--- config.mk ---
export PLATFORM = sky130hd
export DESIGN_NAME = thermal_alarm_ctrl
export DESIGN_NICKNAME = d
export VERILOG_FILES = /design/src/rtl/thermwd_pkg.sv /design/src/rtl/thermwd_trip_detect.sv /design/src/rtl/thermwd_fault_queue.sv /design/src/rtl/thermwd_alarm_state.sv /design/src/rtl/thermal_alarm_ctrl.sv
export SDC_FILE = /design/constraint.sdc
export NUM_CORES = 1
export LEC_CHECK = 0
export ABC_AREA = 0
export BUFFER_PORTS_ARGS = -buffer_cell sky130_fd_sc_hd__buf_2
export CAP_MARGIN = 20
export CORE_MARGIN = 10
export CORE_UTILIZATION = 30
export DETAILED_ROUTE_END_ITERATION = 8
export GPL_ROUTABILITY_DRIVEN = 0
export HOLD_SLACK_MARGIN = 0.06
export PLACE_DENSITY = 0.56
export REMOVE_ABC_BUFFERS = 1
export SYNTH_ARGS = -nofsm -noshare
export SYNTH_HDL_FRONTEND = slang
export SYNTH_SLANG_ARGS = --single-unit
--- constraint.sdc ---
create_clock -name clk -period 2.7 [get_ports clk]
set_input_delay 0.54 -clock clk [delete_from_list [all_inputs] [get_ports clk]]
set_output_delay 0.54 -clock clk [all_outputs]
set_load 0.005 [all_outputs]
--- src/rtl/thermwd_pkg.sv ---
package thermwd_pkg;

    localparam int TEMP_W = 9;
    localparam int FQ_MAX = 6;
    localparam int CNT_W  = $clog2(FQ_MAX + 1);

    localparam logic signed [TEMP_W-1:0] DEF_LIM_HOT = 9'sd160;
    localparam logic signed [TEMP_W-1:0] DEF_LIM_REL = 9'sd150;

    typedef enum logic [1:0] {
        FQ_RUN1 = 2'b00,
        FQ_RUN2 = 2'b01,
        FQ_RUN4 = 2'b10,
        FQ_RUN6 = 2'b11
    } fq_code_e;

    typedef enum logic {
        MODE_CMP = 1'b0,
        MODE_IRQ = 1'b1
    } alarm_mode_e;

    typedef struct packed {
        logic step;
        logic trip;
    } conv_eval_t;

    function automatic logic [CNT_W-1:0] fq_run_len(input logic [1:0] code);
        logic [CNT_W-1:0] n;
        case (fq_code_e'(code))
            FQ_RUN1: n = CNT_W'(1);
            FQ_RUN2: n = CNT_W'(2);
            FQ_RUN4: n = CNT_W'(4);
            default: n = CNT_W'(FQ_MAX);
        endcase
        return n;
    endfunction

endpackage

--- src/rtl/thermwd_trip_detect.sv ---
module thermwd_trip_detect #(
    parameter int TW = thermwd_pkg::TEMP_W
) (
    input  logic [TW-1:0] temp,
    input  logic [TW-1:0] lim_hot,
    input  logic [TW-1:0] lim_rel,
    input  logic          seek_hot,
    output logic          trip
);
    logic above_hot;
    logic below_rel;

    always_comb begin
        above_hot = $signed(temp) > $signed(lim_hot);
        below_rel = $signed(temp) < $signed(lim_rel);
        trip      = seek_hot ? above_hot : below_rel;
    end
endmodule

--- src/rtl/thermwd_fault_queue.sv ---
module thermwd_fault_queue
    import thermwd_pkg::*;
(
    input  logic       clk,
    input  logic       rst,
    input  conv_eval_t ev,
    input  logic       hold,
    input  logic [1:0] fq_sel,
    output logic       fire
);
    logic [CNT_W-1:0] cnt_q;
    logic [CNT_W-1:0] need;
    logic [CNT_W-1:0] cnt_inc;
    logic             run_done;

    always_comb begin
        need     = fq_run_len(fq_sel);
        cnt_inc  = cnt_q + CNT_W'(1);
        run_done = cnt_inc >= need;
        fire     = ev.step && !hold && ev.trip && run_done;
    end

    always_ff @(posedge clk) begin
        if (rst) begin
            cnt_q <= '0;
        end else if (hold) begin
            cnt_q <= '0;
        end else if (ev.step) begin
            if (!ev.trip || run_done) cnt_q <= '0;
            else                      cnt_q <= cnt_inc;
        end
    end

    a_r6_miss_restarts: assert property (@(posedge clk) disable iff (rst)
        (ev.step && !ev.trip) |=> (cnt_q == '0));

    a_r5_count_bounded: assert property (@(posedge clk) disable iff (rst)
        cnt_q < CNT_W'(FQ_MAX));

    a_r10_count_holds_idle: assert property (@(posedge clk) disable iff (rst)
        (!ev.step && !hold) |=> $stable(cnt_q));
endmodule

--- src/rtl/thermwd_alarm_state.sv ---
module thermwd_alarm_state
    import thermwd_pkg::*;
(
    input  logic clk,
    input  logic rst,
    input  logic mode,
    input  logic fire,
    input  logic rd,
    input  logic freeze,
    output logic alarm,
    output logic seek_hot,
    output logic hold_queue
);
    logic cmp_act_q;
    logic irq_act_q;
    logic irq_seek_hot_q;

    always_ff @(posedge clk) begin
        if (rst) begin
            cmp_act_q      <= 1'b0;
            irq_act_q      <= 1'b0;
            irq_seek_hot_q <= 1'b1;
        end else if (!freeze) begin
            if (alarm_mode_e'(mode) == MODE_CMP) begin
                if (fire) cmp_act_q <= !cmp_act_q;
            end else begin
                if (fire) begin
                    irq_act_q      <= 1'b1;
                    irq_seek_hot_q <= !irq_seek_hot_q;
                end else if (rd) begin
                    irq_act_q <= 1'b0;
                end
            end
        end
    end

    always_comb begin
        if (alarm_mode_e'(mode) == MODE_CMP) begin
            alarm      = cmp_act_q;
            seek_hot   = !cmp_act_q;
            hold_queue = 1'b0;
        end else begin
            alarm      = irq_act_q;
            seek_hot   = irq_seek_hot_q;
            hold_queue = irq_act_q;
        end
    end

    a_r4_cmp_read_ignored: assert property (@(posedge clk) disable iff (rst)
        (!mode && rd && !fire) |=> $stable(cmp_act_q));

    a_r7_read_clears_latch: assert property (@(posedge clk) disable iff (rst)
        (mode && rd && !freeze && !fire) |=> !irq_act_q);

    a_r10_freeze_holds: assert property (@(posedge clk) disable iff (rst)
        freeze |=> ($stable(cmp_act_q) && $stable(irq_act_q) && $stable(irq_seek_hot_q)));

    a_r2_rise_needs_fire: assert property (@(posedge clk) disable iff (rst)
        $rose(cmp_act_q) |-> $past(fire));

    a_r8_seek_flips_on_latch: assert property (@(posedge clk) disable iff (rst)
        $rose(irq_act_q) |-> (irq_seek_hot_q != $past(irq_seek_hot_q)));
endmodule

--- src/rtl/thermal_alarm_ctrl.sv ---
module thermal_alarm_ctrl
    import thermwd_pkg::*;
#(
    parameter int TW = thermwd_pkg::TEMP_W
) (
    input  logic          clk,
    input  logic          rst,
    input  logic          conv_done,
    input  logic [TW-1:0] temp_in,
    input  logic [TW-1:0] lim_hot,
    input  logic [TW-1:0] lim_rel,
    input  logic [1:0]    fq_sel,
    input  logic          irq_mode,
    input  logic          shutdown,
    input  logic          pol_high,
    input  logic          reg_rd,
    output logic          alarm_pin
);
    logic       seek_hot;
    logic       trip;
    logic       fire;
    logic       alarm;
    logic       hold_queue;
    conv_eval_t ev;

    thermwd_trip_detect #(.TW(TW)) u_trip (
        .temp     (temp_in),
        .lim_hot  (lim_hot),
        .lim_rel  (lim_rel),
        .seek_hot (seek_hot),
        .trip     (trip)
    );

    always_comb begin
        ev.step = conv_done && !shutdown;
        ev.trip = trip;
    end

    thermwd_fault_queue u_queue (
        .clk    (clk),
        .rst    (rst),
        .ev     (ev),
        .hold   (hold_queue),
        .fq_sel (fq_sel),
        .fire   (fire)
    );

    thermwd_alarm_state u_state (
        .clk        (clk),
        .rst        (rst),
        .mode       (irq_mode),
        .fire       (fire),
        .rd         (reg_rd),
        .freeze     (shutdown),
        .alarm      (alarm),
        .seek_hot   (seek_hot),
        .hold_queue (hold_queue)
    );

    always_comb alarm_pin = pol_high ? alarm : !alarm;

    a_r10_pin_frozen: assert property (@(posedge clk) disable iff (rst)
        (shutdown && $stable(pol_high) && $stable(irq_mode)) |=> $stable(alarm_pin));

    a_r1_reset_idle: assert property (@(posedge clk)
        rst |=> (alarm_pin == !pol_high));
endmodule

==> flow_summary.json, run 1 <==
{
  "status": "complete, no violations",
  "drtIter0Drc": 13,
  "cts_resized": 0,
  "drv_slew": 0,
  "synth_warnings": 0,
  "stdcell_count": 180,
  "grt_pass1_vias": 958,
  "worstSkewPairLatency_ns": 0.26,
  "pin_count": 37,
  "cts_tree": "yes",
  "crit_slowest_cell": "a311o_1",
  "dieArea_um2": 5520,
  "drt-pass1-iter-count": 2,
  "diodes": 0,
  "numCtsBuffers": 3,
  "maxCapViolCount": 0,
  "stdcell_area_um2": 1130,
  "rsz0062_at_grt": "false",
  "p_per_area_nw_per_um2": 275,
  "cts.sinks": 6,
  "drive_gt1_frac": 0.302,
  "clock_skew_ns": 0.00934,
  "start_kind": "input pin",
  "irDropWorstVdd_uv": 205,
  "wl_per_cell_um": 12.4,
  "path_buf_inv": 1,
  "ant_nets": 0,
  "grt_pass1_wl_mm": 3.86,
  "rows": 19,
  "routed_wl_mm": 2.24,
  "grt_overflow": 0,
  "path_clk_slew_ns": 0.04,
  "end_kind": "flop",
  "fmaxAchievable_mhz": 492,
  "grt_antenna_before_repair": 0,
  "crit_type": "input pin to flop",
  "critPathRequiredTime_ns": 2.84,
  "fin_setup_tns_ns": 0,
  "dp.cells": 177,
  "htreeDepth": 1,
  "postCtsSetupRepairBufs": 0,
  "yosysSeqAreaShare": 0.136,
  "fin_util": 0.405,
  "syn_area_um2": 885,
  "initial_core_util": 0.318,
  "max_stage_delay_ns": 0.36,
  "fillCellCount": 280,
  "portBuffers": 36,
  "syn_to_final_growth_pct": 27.3,
  "min_path_type": "flop to flop",
  "hold_viol": 0,
  "vias_per_cell": 4.91,
  "fin_crit_ns": 2.03,
  "timing.final.crit_share": 0.753,
  "dpl_cell_area_um2": 1100,
  "hpwlAfterDp_mm": 2.04,
  "cts_buffer_depth": 2,
  "syn_inst": 110,
  "synth_seq_cells": 6,
  "worstPathArrival_ns": 2.17,
  "finalSetupViolations": 0,
  "nets": 208,
  "crit_family": "compound AO/OA/AOI/OAI gates",
  "die_h_um": 74.3,
  "core_um2": 2780,
  "drc": 0,
  "max-slew-margin-rel": 0.792,
  "critPathMaxFanout": 4,
  "cp_cell_sequence": "buf_2 > ha_1 > nand4_1 > or2_1 > a311o_1 > nor2_4 > nor2_1 > a32o_1",
  "vias": 884,
  "die_x_um": 74.3,
  "cts_hold_buf": 0,
  "whs_ns": 0.466,
  "grt_use_total": 0.0847,
  "tightest_slew_ns": 0.312,
  "p_leak_nw": 0.642,
  "synth_area_per_cell_um2": 8.04,
  "root_buffer": "clkbuf_4",
  "synth_cell_types": 33,
  "grt_start_max_net_pins": 7
}
## metal layers
layer	vias to the layer above	routed length, um	GRT usage
li1	471	-	-
met5	-	0	0
met3	5	236	0.0306
met1	383	946	0.0884
met2	25	1020	0.152
met4	0	38	0.0305
## cell type report
class | instances | area [um2] | share of cell area
timing repair buffer | 36 | 180 | 0.160
multi-input combinational | 84 | 689 | 0.612
tap | 31 | 38.8 | 0.0344
clock buffer | 3 | 22.5 | 0.0200
inverter | 20 | 75.1 | 0.0667
sequential | 6 | 120 | 0.107
## registers in the layout (all words and copies together) (netlist names)
| register | cells |
|---|---|
| u_queue.cnt_q | 3 |
| u_state.cmp_act_q | 1 |
| u_state.irq_act_q | 1 |
| u_state.irq_seek_hot_q | 1 |
## logic make-up (layout without fill, tap and decap cells)
logic type / after synthesis / count (layout) / synth area share
AOI/OAI and AO/OA: 26 / 26 / 0.225
xor gates and xnor gates: 2 / 2 / 0.0198
adders and majority gates: 21 / 21 / 0.297
buffers and inverters: 20 / 59 / 0.0849
DFF: 6 / 6 / 0.136
muxes: 2 / 2 / 0.0226
and+or+nand+nor: 33 / 33 / 0.215
## stage by stage
stage                     worst slack [ns]  power, W
after floorplan                      0.611  0.000174
after global placement               0.446  0.000220
after detailed placement             0.405  0.000223
after CTS                            0.661  0.000312
after global routing                 0.561  0.000334
final                                0.667  0.000309
## cell usage in the layout (no fill, tap or decap), types with 2 or more instances in the layout
cell type and n:
buf_2 36, ha_1 21, inv_1 20, nor2_1 11, a21oi_1 6, dfxtp_1 6
nand2_1 5, a21o_1 4, o21ai_0 4, nor2b_1 3, clkbuf_4 3, xor2_1 2
mux2i_1 2, o211ai_1 2, nand4_1 2, or2_1 2, a32o_1 2
## cell usage after synthesis, drive strengths merged
library cell   n  area share
ha            21        0.30
inv           20       0.085
nor2          12       0.059
a21oi          7       0.044
dfxtp          6        0.14
nand2          5       0.021
a21o           4       0.034
o21ai          4       0.023
nor2b          3       0.021
a32o           2       0.023
mux2i          2       0.023
nand2b         2       0.023
nand4          2       0.014
o211ai         2       0.017
or2            2       0.014
xor2           2       0.020
a211o          1      0.0099
a311o          1       0.011
a31oi          1      0.0071
a32oi          1       0.018
and4           1      0.0099
and4b          1       0.011
nand3          1      0.0057
nor3           1      0.0057
nor3b          1      0.0085
nor4           1       0.014
o211a          1       0.011
o21a           1      0.0085
o41ai          1       0.018
or3            1      0.0071
## worst paths after layout
check                   start                end  slack (ns)  cells after the start
max                temp_in[4]   u_queue.cnt_q[1]        0.67                      8
min          u_queue.cnt_q[1]   u_queue.cnt_q[1]        0.47                      1
max reg2reg  u_queue.cnt_q[0]  u_state.cmp_act_q        0.83                      7
min reg2reg  u_queue.cnt_q[1]   u_queue.cnt_q[1]        0.47                      1
## power breakdown
group | switching, W | internal [W]
Clock | 0.0000390 | 0.0000507
Sequential | 0.00000244 | 0.0000909
Combinational | 0.0000643 | 0.0000622
Total | 0.000106 | 0.000204
No activity file was read; power rests on OpenSTA's default activity.
==> run 2, diff against run 1 <==
==> constraint.sdc (replaced) <==
create_clock -name clk -period 2.04 [get_ports clk]
set_input_delay 0.408 -clock clk [delete_from_list [all_inputs] [get_ports clk]]
set_output_delay 0.408 -clock clk [all_outputs]
set_load 0.005 [all_outputs]
==> run 2 against run 1 <==
  * Sequential share of layout area is 0.34 points lower
  * Cell count is 2.8% higher
  * Hold slack worse by 0.085 ns
  * Count of clock-buffer cells in the layout stayed put
  * Worst setup slack worse by 0.55 ns
  * Critical path depth is 1 lower
  * Combinational power is 38% higher
  * Core utilization is 1.3 points higher
  * Largest cell class unchanged
  * Clock power is 27% higher
  * Register-to-register slack worse by 0.71 ns
  * Global-route usage is 0.074 points lower
==> flow_summary.json, run 2 (synthesis results as in run 1) <==
{
  "pre_cts_ws_ns": -0.0908,
  "routed_wl_mm": 2.18,
  "htreeDepth": 1,
  "drtIter0Drc": 12,
  "p_leak_nw": 0.666,
  "numCtsBuffers": 3,
  "top_register": "u_queue.cnt_q",
  "worstPathArrival_ns": 2.10,
  "grt_antenna_before_repair": 0,
  "dpl_cell_area_um2": 1140,
  "cts_hold_buf": 0,
  "pin_count": 37,
  "rsz0062_at_grt": "false",
  "maxCapViolCount": 0,
  "postCtsSetupRepairBufs": 0,
  "cts_buffer_depth": 2,
  "stdcell_count": 185,
  "cts_tree": "yes",
  "fmaxAchievable_mhz": 520,
  "drv_slew": 0,
  "hpwlAfterDp_mm": 1.98,
  "stdcell_area_um2": 1160,
  "grt_use_total": 0.0839,
  "layout_commonest_cell": "buf_2",
  "root_buffer": "clkbuf_4",
  "diodes": 0,
  "hold_path.startpoint": "rst",
  "die_x_um": 74.3,
  "nets": 213,
  "largest_reg_flops": 3,
  "reg2regPathDepth": 7,
  "rows": 19,
  "finalSetupViolations": 0,
  "dieArea_um2": 5520,
  "irDropWorstVdd_uv": 220,
  "critPathRequiredTime_ns": 2.22,
  "final_cell_mix": "buf_2, ha_1, inv_1",
  "crit_type": "flop to flop",
  "min_path_type": "input pin to flop",
  "vias": 885,
  "grt_start_max_net_pins": 7,
  "timing.final.crit_share": 0.942,
  "min_path_cells": 2,
  "r2r-start": "u_queue.cnt_q[0]",
  "fin_crit_ns": 1.92,
  "grt_overflow": 0,
  "path_clk_slew_ns": 0.05,
  "critPathMaxFanout": 4,
  "vias_per_cell": 4.78,
  "start_kind": "flop",
  "cts_resized": 0,
  "clock_skew_ns": 0.00265,
  "drt-pass1-iter-count": 2,
  "ant_nets": 0,
  "status": "complete, no violations",
  "cts.sinks": 6,
  "wl_per_cell_um": 11.8,
  "max-slew-margin-rel": 0.787,
  "die_h_um": 74.3,
  "r2r_slack_ns": 0.12,
  "grt_pass1_wl_mm": 3.88,
  "r2r_end": "u_state.cmp_act_q",
  "tightest_slew_ns": 0.319,
  "fin_util": 0.418,
  "holdPathEnd": "u_state.cmp_act_q",
  "drive_gt1_frac": 0.325,
  "p_per_area_nw_per_um2": 354,
  "dp.cells": 182,
  "portBuffers": 36,
  "worst_slack_ns": 0.118,
  "end_kind": "flop",
  "initial_core_util": 0.318,
  "hold_viol": 0,
  "drc": 0,
  "worstSkewPairLatency_ns": 0.25,
  "core_um2": 2780,
  "grt_pass1_vias": 987,
  "syn_to_final_growth_pct": 31.5
}
run 2: cell type report:
cell class	instances	area (um2)
Inverter	20	75.1
Sequential cell	6	120
Timing Repair Buffer	41	218
Multi-Input combinational cell	84	689
Fill cell	302	1620
Clock buffer	3	22.5
Tap cell	31	38.8
run 2: report_power, final:
| part | total [W] | switching, W | internal, W | leakage (nW) |
|---|---|---|---|---|
| Clock | 0.000114 | 0.0000471 | 0.0000668 | 0.0138 |
| Combinational | 0.000174 | 0.0000856 | 0.0000886 | 0.604 |
| Sequential | 0.000124 | 0.00000328 | 0.000120 | 0.0485 |
| Total | 0.000412 | 0.000136 | 0.000276 | 0.666 |
run 2: layer usage:
metal / wire length (um) / track usage / up-vias
li1: - / - / 479
met1: 976 / 0.0931 / 380
met2: 1000 / 0.151 / 24
met3: 188 / 0.0239 / 2
met4: 13 / 0.0264 / 0
met5: 0 / 0 / -
run 2: metrics by stage:
step           total power, W  setup TNS [ns]  hold slack, ns
2_1_floorplan        0.000230               0           0.446
3_3_place_gp         0.000298          -0.252           0.458
3_5_place_dp         0.000302          -0.297           0.468
4_1_cts              0.000417               0           0.382
5_1_grt              0.000448               0           0.409
6_report             0.000412               0           0.381
run 2: worst max path at each step:
| stage | slack [ns] | cells after the start | endpoint | start |
|---|---|---|---|---|
| after detailed placement | -0.09 | 8 | u_queue.cnt_q[2] | temp_in[4] |
| after global placement | -0.07 | 8 | u_queue.cnt_q[1] | temp_in[4] |
| after CTS | 0.12 | 7 | u_state.cmp_act_q | u_queue.cnt_q[0] |
| after floorplan | 0.08 | 8 | u_queue.cnt_q[2] | lim_hot[4] |
| final | 0.12 | 7 | u_state.cmp_act_q | u_queue.cnt_q[0] |
| after global routing | 0.003 | 7 | u_state.cmp_act_q | u_queue.cnt_q[0] |
run 2: critical path, stage by stage (launching register included):
cell      delay (ns)
dfxtp_1         0.40
ha_1            0.28
ha_1            0.29
a21o_1          0.10
a21o_1          0.19
o211ai_1        0.13
or3_1           0.33
a21oi_1         0.15
